===== src/rtl/msd_pkg.sv =====
package msd_pkg;

    localparam int LINES = 4;

    // Line index within a level or flag vector; matches the status nibble order
    typedef enum int {
        LN_CTS = 0,
        LN_DSR = 1,
        LN_RI  = 2,
        LN_DCD = 3
    } line_e;

    // Control-bit index within the loopback control vector
    localparam int CTL_DTR  = 0;
    localparam int CTL_RTS  = 1;
    localparam int CTL_OUT1 = 2;
    localparam int CTL_OUT2 = 3;

    typedef logic [LINES-1:0] lvec_t;

    typedef struct packed {
        lvec_t level;   // bits 7..4
        lvec_t delta;   // bits 3..0
    } status_t;

    // Control outputs routed onto the asserted input levels in loopback
    function automatic lvec_t loop_map(input logic [3:0] ctl);
        lvec_t r;
        r[LN_CTS] = ctl[CTL_RTS];
        r[LN_DSR] = ctl[CTL_DTR];
        r[LN_RI]  = ctl[CTL_OUT1];
        r[LN_DCD] = ctl[CTL_OUT2];
        return r;
    endfunction

    // Edge events on asserted levels: any change, except ring which only
    // reports the asserted level dropping (pin rising)
    function automatic lvec_t change_events(input lvec_t prev, input lvec_t cur);
        lvec_t e;
        e         = prev ^ cur;
        e[LN_RI]  = prev[LN_RI] & ~cur[LN_RI];
        return e;
    endfunction

endpackage


===== src/rtl/msd_sync.sv =====
module msd_sync #(
    parameter int WIDTH  = 4,
    parameter int STAGES = 2,
    parameter logic RST_VAL = 1'b1
) (
    input  logic             clk,
    input  logic             rst,
    input  logic [WIDTH-1:0] d_i,
    output logic [WIDTH-1:0] q_o
);
    logic [WIDTH-1:0] stage_q [STAGES];

    genvar s;
    generate
        for (s = 0; s < STAGES; s++) begin : g_stage
            if (s == 0) begin : g_first
                always_ff @(posedge clk) begin
                    if (rst) stage_q[s] <= {WIDTH{RST_VAL}};
                    else     stage_q[s] <= d_i;
                end
            end else begin : g_next
                always_ff @(posedge clk) begin
                    if (rst) stage_q[s] <= {WIDTH{RST_VAL}};
                    else     stage_q[s] <= stage_q[s-1];
                end
            end
        end
    endgenerate

    assign q_o = stage_q[STAGES-1];
endmodule


===== src/rtl/msd_source_sel.sv =====
module msd_source_sel
    import msd_pkg::*;
(
    input  lvec_t      pin_sync_n,
    input  logic [3:0] ctl,
    input  logic       lb_en,
    output lvec_t      asserted
);
    always_comb begin
        if (lb_en) asserted = loop_map(ctl);
        else       asserted = ~pin_sync_n;
    end
endmodule


===== src/rtl/msd_tracker.sv =====
module msd_tracker
    import msd_pkg::*;
(
    input  logic    clk,
    input  logic    rst,
    input  lvec_t   asserted_i,
    input  logic    rd_i,
    output status_t status_o,
    output lvec_t   evt_o
);
    lvec_t lvl_q;
    lvec_t flg_q;
    lvec_t flg_kept;

    assign evt_o    = change_events(lvl_q, asserted_i);
    assign flg_kept = rd_i ? '0 : flg_q;

    always_ff @(posedge clk) begin
        if (rst) begin
            lvl_q <= '0;
            flg_q <= '0;
        end else begin
            lvl_q <= asserted_i;
            flg_q <= flg_kept | evt_o;
        end
    end

    assign status_o.level = lvl_q;
    assign status_o.delta = flg_q;
endmodule


===== src/rtl/modem_status_detect.sv =====
module modem_status_detect
    import msd_pkg::*;
#(
    parameter int SYNC_STAGES = 2
) (
    input  logic       clk,
    input  logic       rst,
    input  logic       cts_pin_n,
    input  logic       dsr_pin_n,
    input  logic       ri_pin_n,
    input  logic       dcd_pin_n,
    input  logic [3:0] lb_ctl,
    input  logic       lb_en,
    input  logic       rd_strobe,
    output logic [7:0] rd_data,
    output logic       irq
);
    lvec_t   pin_raw_n;
    lvec_t   pin_sync_n;
    lvec_t   asserted;
    lvec_t   evt_vec;
    status_t status;

    always_comb begin
        pin_raw_n         = '1;
        pin_raw_n[LN_CTS] = cts_pin_n;
        pin_raw_n[LN_DSR] = dsr_pin_n;
        pin_raw_n[LN_RI]  = ri_pin_n;
        pin_raw_n[LN_DCD] = dcd_pin_n;
    end

    msd_sync #(.WIDTH(LINES), .STAGES(SYNC_STAGES), .RST_VAL(1'b1)) u_sync (
        .clk (clk),
        .rst (rst),
        .d_i (pin_raw_n),
        .q_o (pin_sync_n)
    );

    msd_source_sel u_sel (
        .pin_sync_n (pin_sync_n),
        .ctl        (lb_ctl),
        .lb_en      (lb_en),
        .asserted   (asserted)
    );

    msd_tracker u_trk (
        .clk        (clk),
        .rst        (rst),
        .asserted_i (asserted),
        .rd_i       (rd_strobe),
        .status_o   (status),
        .evt_o      (evt_vec)
    );

    assign rd_data = status;
    assign irq     = |status.delta;
endmodule


===== config.mk =====
export PLATFORM = sky130hd
export DESIGN_NAME = modem_status_detect
export DESIGN_NICKNAME = d
export VERILOG_FILES = /design/src/rtl/msd_pkg.sv /design/src/rtl/msd_sync.sv /design/src/rtl/msd_source_sel.sv /design/src/rtl/msd_tracker.sv /design/src/rtl/modem_status_detect.sv
export SDC_FILE = /design/constraint.sdc
export NUM_CORES = 1
export LEC_CHECK = 0
export BUFFER_PORTS_ARGS = -buffer_cell sky130_fd_sc_hd__buf_2
export CELL_PAD_IN_SITES_DETAIL_PLACEMENT = 1
export CELL_PAD_IN_SITES_GLOBAL_PLACEMENT = 1
export CORE_AREA = 2 2 45 47
export DETAILED_ROUTE_END_ITERATION = 16
export DIE_AREA = 0 0 47 49
export PLACE_DENSITY = 0.82
export SKIP_CTS_REPAIR_TIMING = 1
export SKIP_LAST_GASP = 1
export SLEW_MARGIN = 20
export SYNTH_ARGS = -nofsm -noshare
export SYNTH_HDL_FRONTEND = slang
export SYNTH_SLANG_ARGS = --single-unit

===== constraint.sdc =====
create_clock -name clk -period 1.09 [get_ports clk]
set_input_delay 0 -clock clk [delete_from_list [all_inputs] [get_ports clk]]
set_output_delay 0 -clock clk [all_outputs]
set_load 0.05 [all_outputs]

==> impl_metrics.csv, run 1 <==
group,metric,value,unit
synth,yosysMostFrequentCell,"dfxtp_1",
timing,setup-violations-final,1,
setup_path,reg2reg_from,"u_trk.flg_q[0]$_SDFF_PP0_",
routing,drtIter0Drc,2,
timing,worst_slack,-0.221,ns
setup_path,slowest_delay,0.53,ns
setup_path,arrival,1.31,ns
setup_path,cp.required,1.09,ns
routing,routed-via-count,475,
timing,rsz0062_at_grt,"true",
routing,drc,0,
finish,drive_gt1_frac,0.434,
place,numPortBuffers,20,
timing,finalCriticalPeriod,1.31,ns
clocking,clock_path_buffers,2,
clocking,htree_levels,1,
synth,yosysUniqueCellTypes,17,
floorplanning,die_h,49,um
clocking,numCtsBuffers,3,
worst_hold_path,min_from,"lb_ctl[3]",
timing,hold_viol,0,
clocking,clk_pin_slew,0.09,ns
floorplanning,die_area,2300,um^2
synth,synth_top_cell_area_share,0.565,
clocking,cts-root-buf,"clkbuf_4",
finish,n_fill_cell,228,
routing,avgViaCountPerCell,4.32,
setup_path,worst_setup_path_start_kind,"flop",
power,p_per_area,1590,nW/um^2
worst_hold_path,hold_end,"u_trk.flg_q[3]$_SDFF_PP0_",
synth,yosysSeqAreaShare,0.565,
worst_hold_path,whs_path_depth,3,
run,drv_cap,0,
place,place_area,692,um^2
run_status,status,"finished, violations left",
floorplanning,core_area,1840,um^2
finish,antenna_cells,0,
setup_path,rrSetupSlack,0.08,ns
setup_path,path_max_fanout,3,
synth,ys_ff_latch,16,
clocking,tritoncts,"yes",
floorplanning,die_w,47,um
clocking,clock_latency,0.28,ns
timing,setup_tns,-0.221,ns
synth,async_flop_share,0,
floorplanning,row_count,16,
synth,netlist_top_cells_count,"dfxtp_1 (16), nor2b_1 (9), or2_2 (8)",
routing,drt-pass1-iter-count,4,
synth,syn_nets,68,
timing,slew_headroom,0.757,
setup_path,cp_slowest_cell,"or4_4",
timing,worst_slew_pin_slew,0.355,ns
clocking,clkSinkCount,16,
setup_path,critPathKind,"reg -> out",
synth,synth-edff-count,0,
finish,area_growth,38.4,%
floorplanning,start_util,0.308,
synth,synthCells,56,
power,leakage,0.352,nW
timing,clock_skew,0.000808,ns
power,p_clk_frac,0.307,
power,ir_worst_vdd,0.526,mV
synth,synth_ff_type,"dfxtp_1",
synth,yosysTopAreaCell,"dfxtp_1",
power,seq_power_share,0.508,
grt,grt-ovfl-total,0,
run_status,violations,"setup timing",
synth,synth.avg_cell_area,10.1,um^2
place,gp_congestion,0.649,
routing,wire_per_inst,10.6,um
timing,hold_slack,0.0276,ns
setup_path,critPathCaptureType,"output port",
grt,grt_pass1_vias,477,
finish,fin_area,785,um^2
routing,ant_nets,0,
timing,timing.fmax,763,MHz
grt,antenna_found_initial,0,
grt,grt_pass1_wl,1840,um
floorplanning,ioPinCount,21,
synth,yosys-top-cells-area,"dfxtp_1 (57%), nor2b_1 (9.9%), or2_2 (8.8%)",
setup_path,regToRegEndpoint,"u_trk.flg_q[0]$_SDFF_PP0_",
power,power.switching,0.337,mW
power,internal_power,0.912,mW
timing,slew_viol_final,0,
synth,synth_area,567,um^2
routing,drt_wl_total,1160,um
setup_path,worstRegToRegCells,3,
finish,nets,96,
power,swShare,0.270,
finish,post-route-util,0.426,
synth,ys_warn_count,0,
grt,grt_usage,0.109,
grt,grt_max_degree,17,
worst_hold_path,hold_class,"in -> reg",
timing,fin_crit_sh,1.20,
setup_path,crit_path_cell_trace,"or4_4 > buf_6",
power,combinationalPowerShare,0.185,
[sequential cells by signal (all words and copies together) (netlist names)]
signal	count
u_trk.lvl_q	4
u_sync.stage_q	8
u_trk.flg_q	4
[per-layer routing]
layer  up-vias  share of wire  track usage
li1        241              -            -
met1       221           0.42        0.110
met2        13           0.54        0.189
met3         0          0.037       0.0333
met4         0              0       0.0556
met5         -              0            0
[worst max-delay path: cells and delay by family (launching register included)]
kind	cells	cell delay, ns
flops	1	0.33
simple gates	1	0.53
buf+inv	1	0.17
[cell families (layout without fill, tap and decap cells)]
logic type,count (synthesis),in the layout,synth area share
buffers and inverters,3,30,0.0353
and+or+nand+nor,28,28,0.289
AOI/OAI and AO/OA,9,9,0.110
DFF,16,16,0.565
[final cells by class]
cell class,instances,area (um^2),area share
flip-flops and latches,16,324,0.413
multi-input cells,37,230,0.293
repair buffers,25,156,0.199
clock buffers,4,36.3,0.0463
well taps,27,33.8,0.0431
inverters,1,3.75,0.00478
[worst max path at each step]
stage | from | to | depth (start not counted)
after CTS | u_trk.flg_q[2]$_SDFF_PP0_ | irq | 2
final | u_trk.flg_q[2]$_SDFF_PP0_ | irq | 2
after global routing | u_trk.flg_q[2]$_SDFF_PP0_ | irq | 2
after floorplan | u_trk.flg_q[2]$_SDFF_PP0_ | irq | 1
after detailed placement | u_trk.flg_q[2]$_SDFF_PP0_ | irq | 2
after global placement | u_trk.flg_q[2]$_SDFF_PP0_ | irq | 2
[power by group through the flow]
| stage | clock [mW] | sequential [mW] | combinational, mW |
|---|---|---|---|
| floorplan | 0 | 0.711 | 0.0921 |
| global placement | 0 | 0.646 | 0.206 |
| detailed placement | 0 | 0.649 | 0.211 |
| CTS | 0.404 | 0.635 | 0.212 |
| global route | 0.437 | 0.639 | 0.249 |
| finish | 0.383 | 0.635 | 0.231 |
[through the flow]
step / worst slack (ns) / power (mW) / cells
finish: -0.221 / 1.25 / 110
floorplan: -0.0800 / 0.803 / 56
detailed placement: 0.0482 / 0.860 / 101
global route: -0.269 / 1.33 / 110
global placement: 0.0634 / 0.852 / 101
CTS: -0.283 / 1.25 / 105
[layout by cell type (no fill, tap or decap)]
cell type / synthesis / layout
nand2_1: 3 / 3
a2111oi_0: 1 / 1
dfxtp_1: 16 / 13
or4_4: 0 / 1
nor2b_1: 9 / 9
buf_2: 1 / 19
clkbuf_8: 0 / 1
a32oi_1: 1 / 1
clkbuf_4: 0 / 3
a211oi_1: 3 / 3
o21ai_0: 2 / 2
or2_2: 8 / 8
or2_1: 1 / 1
buf_6: 1 / 1
a21oi_1: 1 / 1
dfxtp_2: 0 / 3
a21o_1: 1 / 1
inv_1: 1 / 1
nor2_1: 4 / 4
dlygate4sd3_1: 0 / 5
nor4b_1: 2 / 2
(Power assumes the default switching activity.)
==> run 2: changes to the inputs <==
CORE_AREA = 2 2 47 49   (was 2 2 45 47)
DIE_AREA = 0 0 49 51   (was 0 0 47 49)
PLACE_DENSITY = 0.77   (was 0.82)
==> impl_metrics.csv, run 2 (synthesis gave the netlist of run 1 again) <==
group,metric,value,unit
run_status,status,"finished, violations left",
run_status,violations,"hold timing, setup timing",
timing,rsz0062_at_grt,"true",
finish,nets,95,
power,p_total,1.26,mW
grt,grt-ovfl-total,0,
place,gp_congestion,0.683,
floorplanning,row_count,17,
grt,antenna_found_initial,0,
place,pre_cts_ws,0.0550,ns
floorplanning,die_w,49,um
finish,largest_reg_flops,8,
clocking,clock_latency,0.29,ns
run,drv_cap,0,
worst_hold_path,hold_end,"u_trk.lvl_q[2]$_SDFF_PP0_",
setup_path,reg2reg_from,"u_trk.flg_q[1]$_SDFF_PP0_",
clocking,numCtsBuffers,3,
clocking,clk_pin_slew,0.10,ns
power,ir_worst_vdd,0.656,mV
timing,worst_slew_pin_slew,0.356,ns
grt,grt_pass1_vias,464,
timing,slew_headroom,0.757,
setup_path,critPathKind,"reg -> out",
routing,drc,0,
clocking,tritoncts,"yes",
setup_path,rrSetupSlack,0.09,ns
floorplanning,ioPinCount,21,
timing,hold_slack,-0.0266,ns
floorplanning,die_h,51,um
finish,drive_gt1_frac,0.451,
timing,timing.fmax,754,MHz
timing,slew_viol_final,0,
finish,final_cell_mix,"buf_2 (19), dfxtp_1 (12), nor2b_1 (9)",
setup_path,worst_setup_path_start_kind,"flop",
setup_path,critPathCaptureType,"output port",
routing,avgViaCountPerCell,4.32,
clocking,clock_path_buffers,2,
routing,drt-pass1-iter-count,2,
worst_hold_path,min_from,"lb_ctl[2]",
timing,hold_viol,1,
place,dpl.hpwl,894,um
routing,drtIter0Drc,3,
routing,drt_wl_total,1210,um
grt,grt_max_degree,17,
routing,wire_per_inst,11.0,um
worst_hold_path,whs_path_depth,3,
timing,fin_crit_sh,1.22,
clocking,htree_levels,1,
timing,setup-violations-final,1,
timing,finalCriticalPeriod,1.33,ns
timing,worst_slack,-0.236,ns
routing,routed-via-count,475,
floorplanning,core_area,2060,um^2
place,numPortBuffers,20,
finish,antenna_cells,0,
routing,ant_nets,0,
finish,reg_top3,"u_sync.stage_q: 8 flops, u_trk.flg_q: 4 flops, u_trk.lvl_q: 4 flops",
finish,n_fill_cell,257,
clocking,cts-root-buf,"clkbuf_4",
setup_path,worstRegToRegCells,3,
grt,grt_usage,0.103,
timing,clock_skew,0.0112,ns
worst_hold_path,hold_class,"in -> reg",
setup_path,arrival,1.33,ns
clocking,clkSinkCount,16,
setup_path,path_max_fanout,3,
grt,grt_pass1_wl,1970,um
finish,post-route-util,0.378,
floorplanning,start_util,0.275,
finish,largest_register,"u_sync.stage_q",
power,p_per_area,1620,nW/um^2
setup_path,regToRegEndpoint,"u_trk.flg_q[1]$_SDFF_PP0_",
finish,area_growth,37.7,%
finish,final_common_cell,"buf_2",
setup_path,cp.required,1.09,ns
power,leakage,0.350,nW
floorplanning,die_area,2500,um^2
## run 2: critical path: stages (launching register included)
cell	delay, ns
dfxtp_2	0.33
or4_4	0.53
buf_8	0.17
## run 2: report_power, final
group	total [mW]	leakage, nW	internal (mW)	switching, mW
Combinational	0.237	0.195	0.0924	0.144
Sequential	0.634	0.134	0.619	0.0148
Clock	0.391	0.0210	0.203	0.187
## run 2: worst max path at each step
| stage | start | endpoint | slack [ns] | depth (start not counted) |
|---|---|---|---|---|
| floorplan | u_trk.flg_q[2]$_SDFF_PP0_ | irq | -0.08 | 1 |
| global placement | u_trk.flg_q[2]$_SDFF_PP0_ | irq | 0.06 | 2 |
| detailed placement | u_trk.flg_q[2]$_SDFF_PP0_ | irq | 0.06 | 2 |
| CTS | u_trk.flg_q[2]$_SDFF_PP0_ | irq | -0.28 | 2 |
| global route | u_trk.flg_q[2]$_SDFF_PP0_ | irq | -0.27 | 2 |
| finish | u_trk.flg_q[2]$_SDFF_PP0_ | irq | -0.24 | 2 |
## run 2: cell type report
type                    instances  area (um^2)  share of cell area
repair buffers                 24          150               0.192
multi-input cells              37          230               0.295
inverters                       1         3.75             0.00481
clock buffers                   4         36.3              0.0465
well taps                      28         35.0              0.0449
flip-flops and latches         16          325               0.417
## run 2: through the flow
step           hold slack, ns  TNS (ns)  cell area (um^2)  std cells
6_report              -0.0266    -0.236               781        110
5_1_grt               0.00581    -0.267               781        110
4_1_cts                -0.119    -0.276               729        106
3_5_place_dp            0.187         0               693        102
3_3_place_gp            0.183         0               693        102
2_1_floorplan          0.0716   -0.0800               574         56
## run 2: layer usage
metal / vias to the layer above / share of wire / global-route usage
li1: 241 / - / -
met1: 211 / 0.48 / 0.130
met2: 19 / 0.43 / 0.148
met3: 4 / 0.056 / 0.0263
met4: 0 / 0.024 / 0.0857
met5: - / 0 / 0
==> run 3: changes to the inputs <==
ABC_AREA = 1   (was unset)
CORE_AREA = 2 2 41 58   (was 2 2 47 49)
DIE_AREA = 0 0 43 60   (was 0 0 49 51)
PLACE_DENSITY = 0.79   (was 0.77)
==> impl_metrics.csv, run 3 <==
group,metric,value,unit
routing,routed-via-count,564,
setup_path,critPathKind,"reg -> out",
timing,hold_viol,3,
routing,wire_per_inst,10.8,um
timing,setup_tns,0,ns
synth,yosysSeqAreaShare,0.534,
finish,final_common_cell,"nand2_1",
floorplanning,die_area,2580,um^2
finish,post-route-util,0.380,
setup_path,cp_slowest_cell,"dfxtp_1",
place,numPortBuffers,20,
run_status,violations,"hold timing",
run,drv_cap,0,
synth,synth_area,599,um^2
timing,worst_slew_pin_slew,0.248,ns
grt,grt_pass1_wl,2250,um
setup_path,crit_path_cell_trace,"nor2_1 > nand2_1 > buf_2",
synth,yosysUniqueCellTypes,12,
synth,ys_warn_count,0,
finish,drive_gt1_frac,0.340,
worst_hold_path,hold_class,"in -> reg",
setup_path,crit_buf_inv,1,
synth,synthCells,76,
synth,synth_xor_xnor_area_share,0,
power,ir_worst_vdd,0.593,mV
grt,grt_pass1_vias,561,
synth,synthMuxAreaShare,0,
floorplanning,core_area,2100,um^2
clocking,tritoncts,"yes",
place,dpl.hpwl,1000,um
synth,synth-edff-count,0,
synth,synth_top_cell_area_share,0.534,
finish,reg_top3,"u_sync.stage_q: 8 flops, u_trk.flg_q: 4 flops, u_trk.lvl_q: 4 flops",
grt,grt_max_degree,15,
finish,antenna_cells,0,
floorplanning,row_count,20,
floorplanning,die_w,43,um
floorplanning,start_util,0.285,
setup_path,slowest_delay,0.38,ns
timing,hold_slack,-0.0394,ns
floorplanning,die_h,60,um
synth,async_flop_share,0,
synth,netlist_top_cells_count,"nand2_1 (22), dfxtp_1 (16), inv_1 (11)",
finish,largest_reg_flops,8,
synth,synth_ff_type,"dfxtp_1",
finish,n_fill_cell,280,
clocking,cts-root-buf,"clkbuf_4",
finish,area_growth,33.2,%
timing,timing.fmax,978,MHz
timing,slew_viol_final,0,
power,p_per_area,1590,nW/um^2
synth,synth_top_family_by_area,"simple AND/OR/NAND/NOR gates",
setup_path,arrival,1.02,ns
setup_path,worst_setup_path_start_kind,"flop",
clocking,clk_pin_slew,0.09,ns
finish,largest_register,"u_sync.stage_q",
timing,clock_skew,0.00365,ns
timing,setup-violations-final,0,
clocking,clkSinkCount,16,
routing,avgViaCountPerCell,4.51,
run_status,status,"finished, violations left",
synth,synth-compound-area-share,0.0543,
synth,synth_adder_area_share,0,
synth,ys_ff_latch,16,
synth,yosysTopAreaCell,"dfxtp_1",
power,leakage,0.435,nW
clocking,clock_path_buffers,2,
timing,rsz0062_at_grt,"false",
setup_path,critPathCaptureType,"output port",
routing,drt-pass1-iter-count,4,
synth,synth.avg_cell_area,7.89,um^2
routing,drc,0,
routing,drt_wl_total,1350,um
routing,drtIter0Drc,7,
timing,slew_headroom,0.836,
grt,grt-ovfl-total,0,
finish,nets,116,
setup_path,cp.required,1.09,ns
floorplanning,ioPinCount,21,
clocking,htree_levels,1,
timing,fin_crit_sh,0.938,
grt,grt_usage,0.123,
finish,final_cell_mix,"nand2_1 (22), buf_2 (20), dfxtp_1 (16)",
clocking,numCtsBuffers,3,
setup_path,critPathTopFamily,"flip-flops",
synth,synth-simple-area-share,0.328,
place,gp_congestion,0.699,
timing,finalCriticalPeriod,1.02,ns
setup_path,path_max_fanout,3,
clocking,clock_latency,0.29,ns
grt,antenna_found_initial,0,
synth,syn_nets,88,
synth,yosys-top-cells-area,"dfxtp_1 (53%), nand2_1 (14%), or2_2 (8.4%)",
synth,yosysMostFrequentCell,"nand2_1",
routing,ant_nets,0,
run 3: cell types whose count changed after synthesis, moves of 3 or more:
| cell | before | now |
|---|---|---|
| inv_1 | 1 | 11 |
| a211oi_1 | 3 | 0 |
| nor2b_1 | 9 | 0 |
| nand2_1 | 3 | 22 |
| nand3_1 | 0 | 6 |
| nand3b_1 | 0 | 3 |
run 3: power breakdown:
group          leakage, nW  switching [mW]  internal, mW
Combinational        0.281           0.161        0.0776
Sequential           0.133          0.0181         0.618
Clock               0.0210           0.191         0.204
Total                0.435           0.370         0.899
run 3: final cells by class:
| cell class | instances | area, um^2 | share of cell area |
|---|---|---|---|
| repair buffers | 24 | 140 | 0.176 |
| inverters | 12 | 45.0 | 0.0564 |
| clock buffers | 4 | 36.3 | 0.0455 |
| flip-flops and latches | 16 | 320 | 0.401 |
| well taps | 22 | 27.5 | 0.0345 |
| multi-input cells | 47 | 229 | 0.287 |
run 3: through the flow:
step | hold slack, ns | cells | total power [mW] | instance area [um^2] | setup WS (ns)
after detailed placement | 0.186 | 117 | 0.879 | 722 | 0.298
after global placement | 0.184 | 117 | 0.873 | 722 | 0.350
after CTS | -0.124 | 121 | 1.28 | 758 | 0.0535
final | -0.0394 | 125 | 1.27 | 798 | 0.0677
after floorplan | 0.104 | 76 | 0.812 | 599 | 0.00737
after global routing | 0.00466 | 125 | 1.34 | 798 | 0.0129
run 3: metal layers:
layer	vias to the layer above	routed length, um	GRT usage	part of all wire
met5	-	0	0	0
met4	0	44	0.0909	0.033
met3	5	84	0.0302	0.062
met2	19	722	0.229	0.53
met1	255	502	0.112	0.37
li1	285	-	-	-
run 3: worst paths after layout:
kind              slack, ns                             from  depth (start not counted)                              end
setup / recovery       0.07        u_trk.flg_q[3]$_SDFF_PP0_                          3                              irq
hold / removal        -0.04                        lb_ctl[2]                          3        u_trk.lvl_q[2]$_SDFF_PP0_
setup reg to reg       0.27  u_sync.stage_q[1][1]$_SDFF_PP1_                          6        u_trk.flg_q[1]$_SDFF_PP0_
hold reg to reg        0.42  u_sync.stage_q[0][3]$_SDFF_PP1_                          1  u_sync.stage_q[1][3]$_SDFF_PP1_
run 3: cell families (layout without fill, tap and decap cells):
logic type	after synthesis	after routing
simple gates	42	42
flops	16	16
buf+inv	13	40
compound gates	5	5
run 3: worst min-delay path, delay by kind of cell:
family          cells  cell delay, ns
buf+inv             1            0.08
simple gates        1            0.07
compound gates      1            0.06
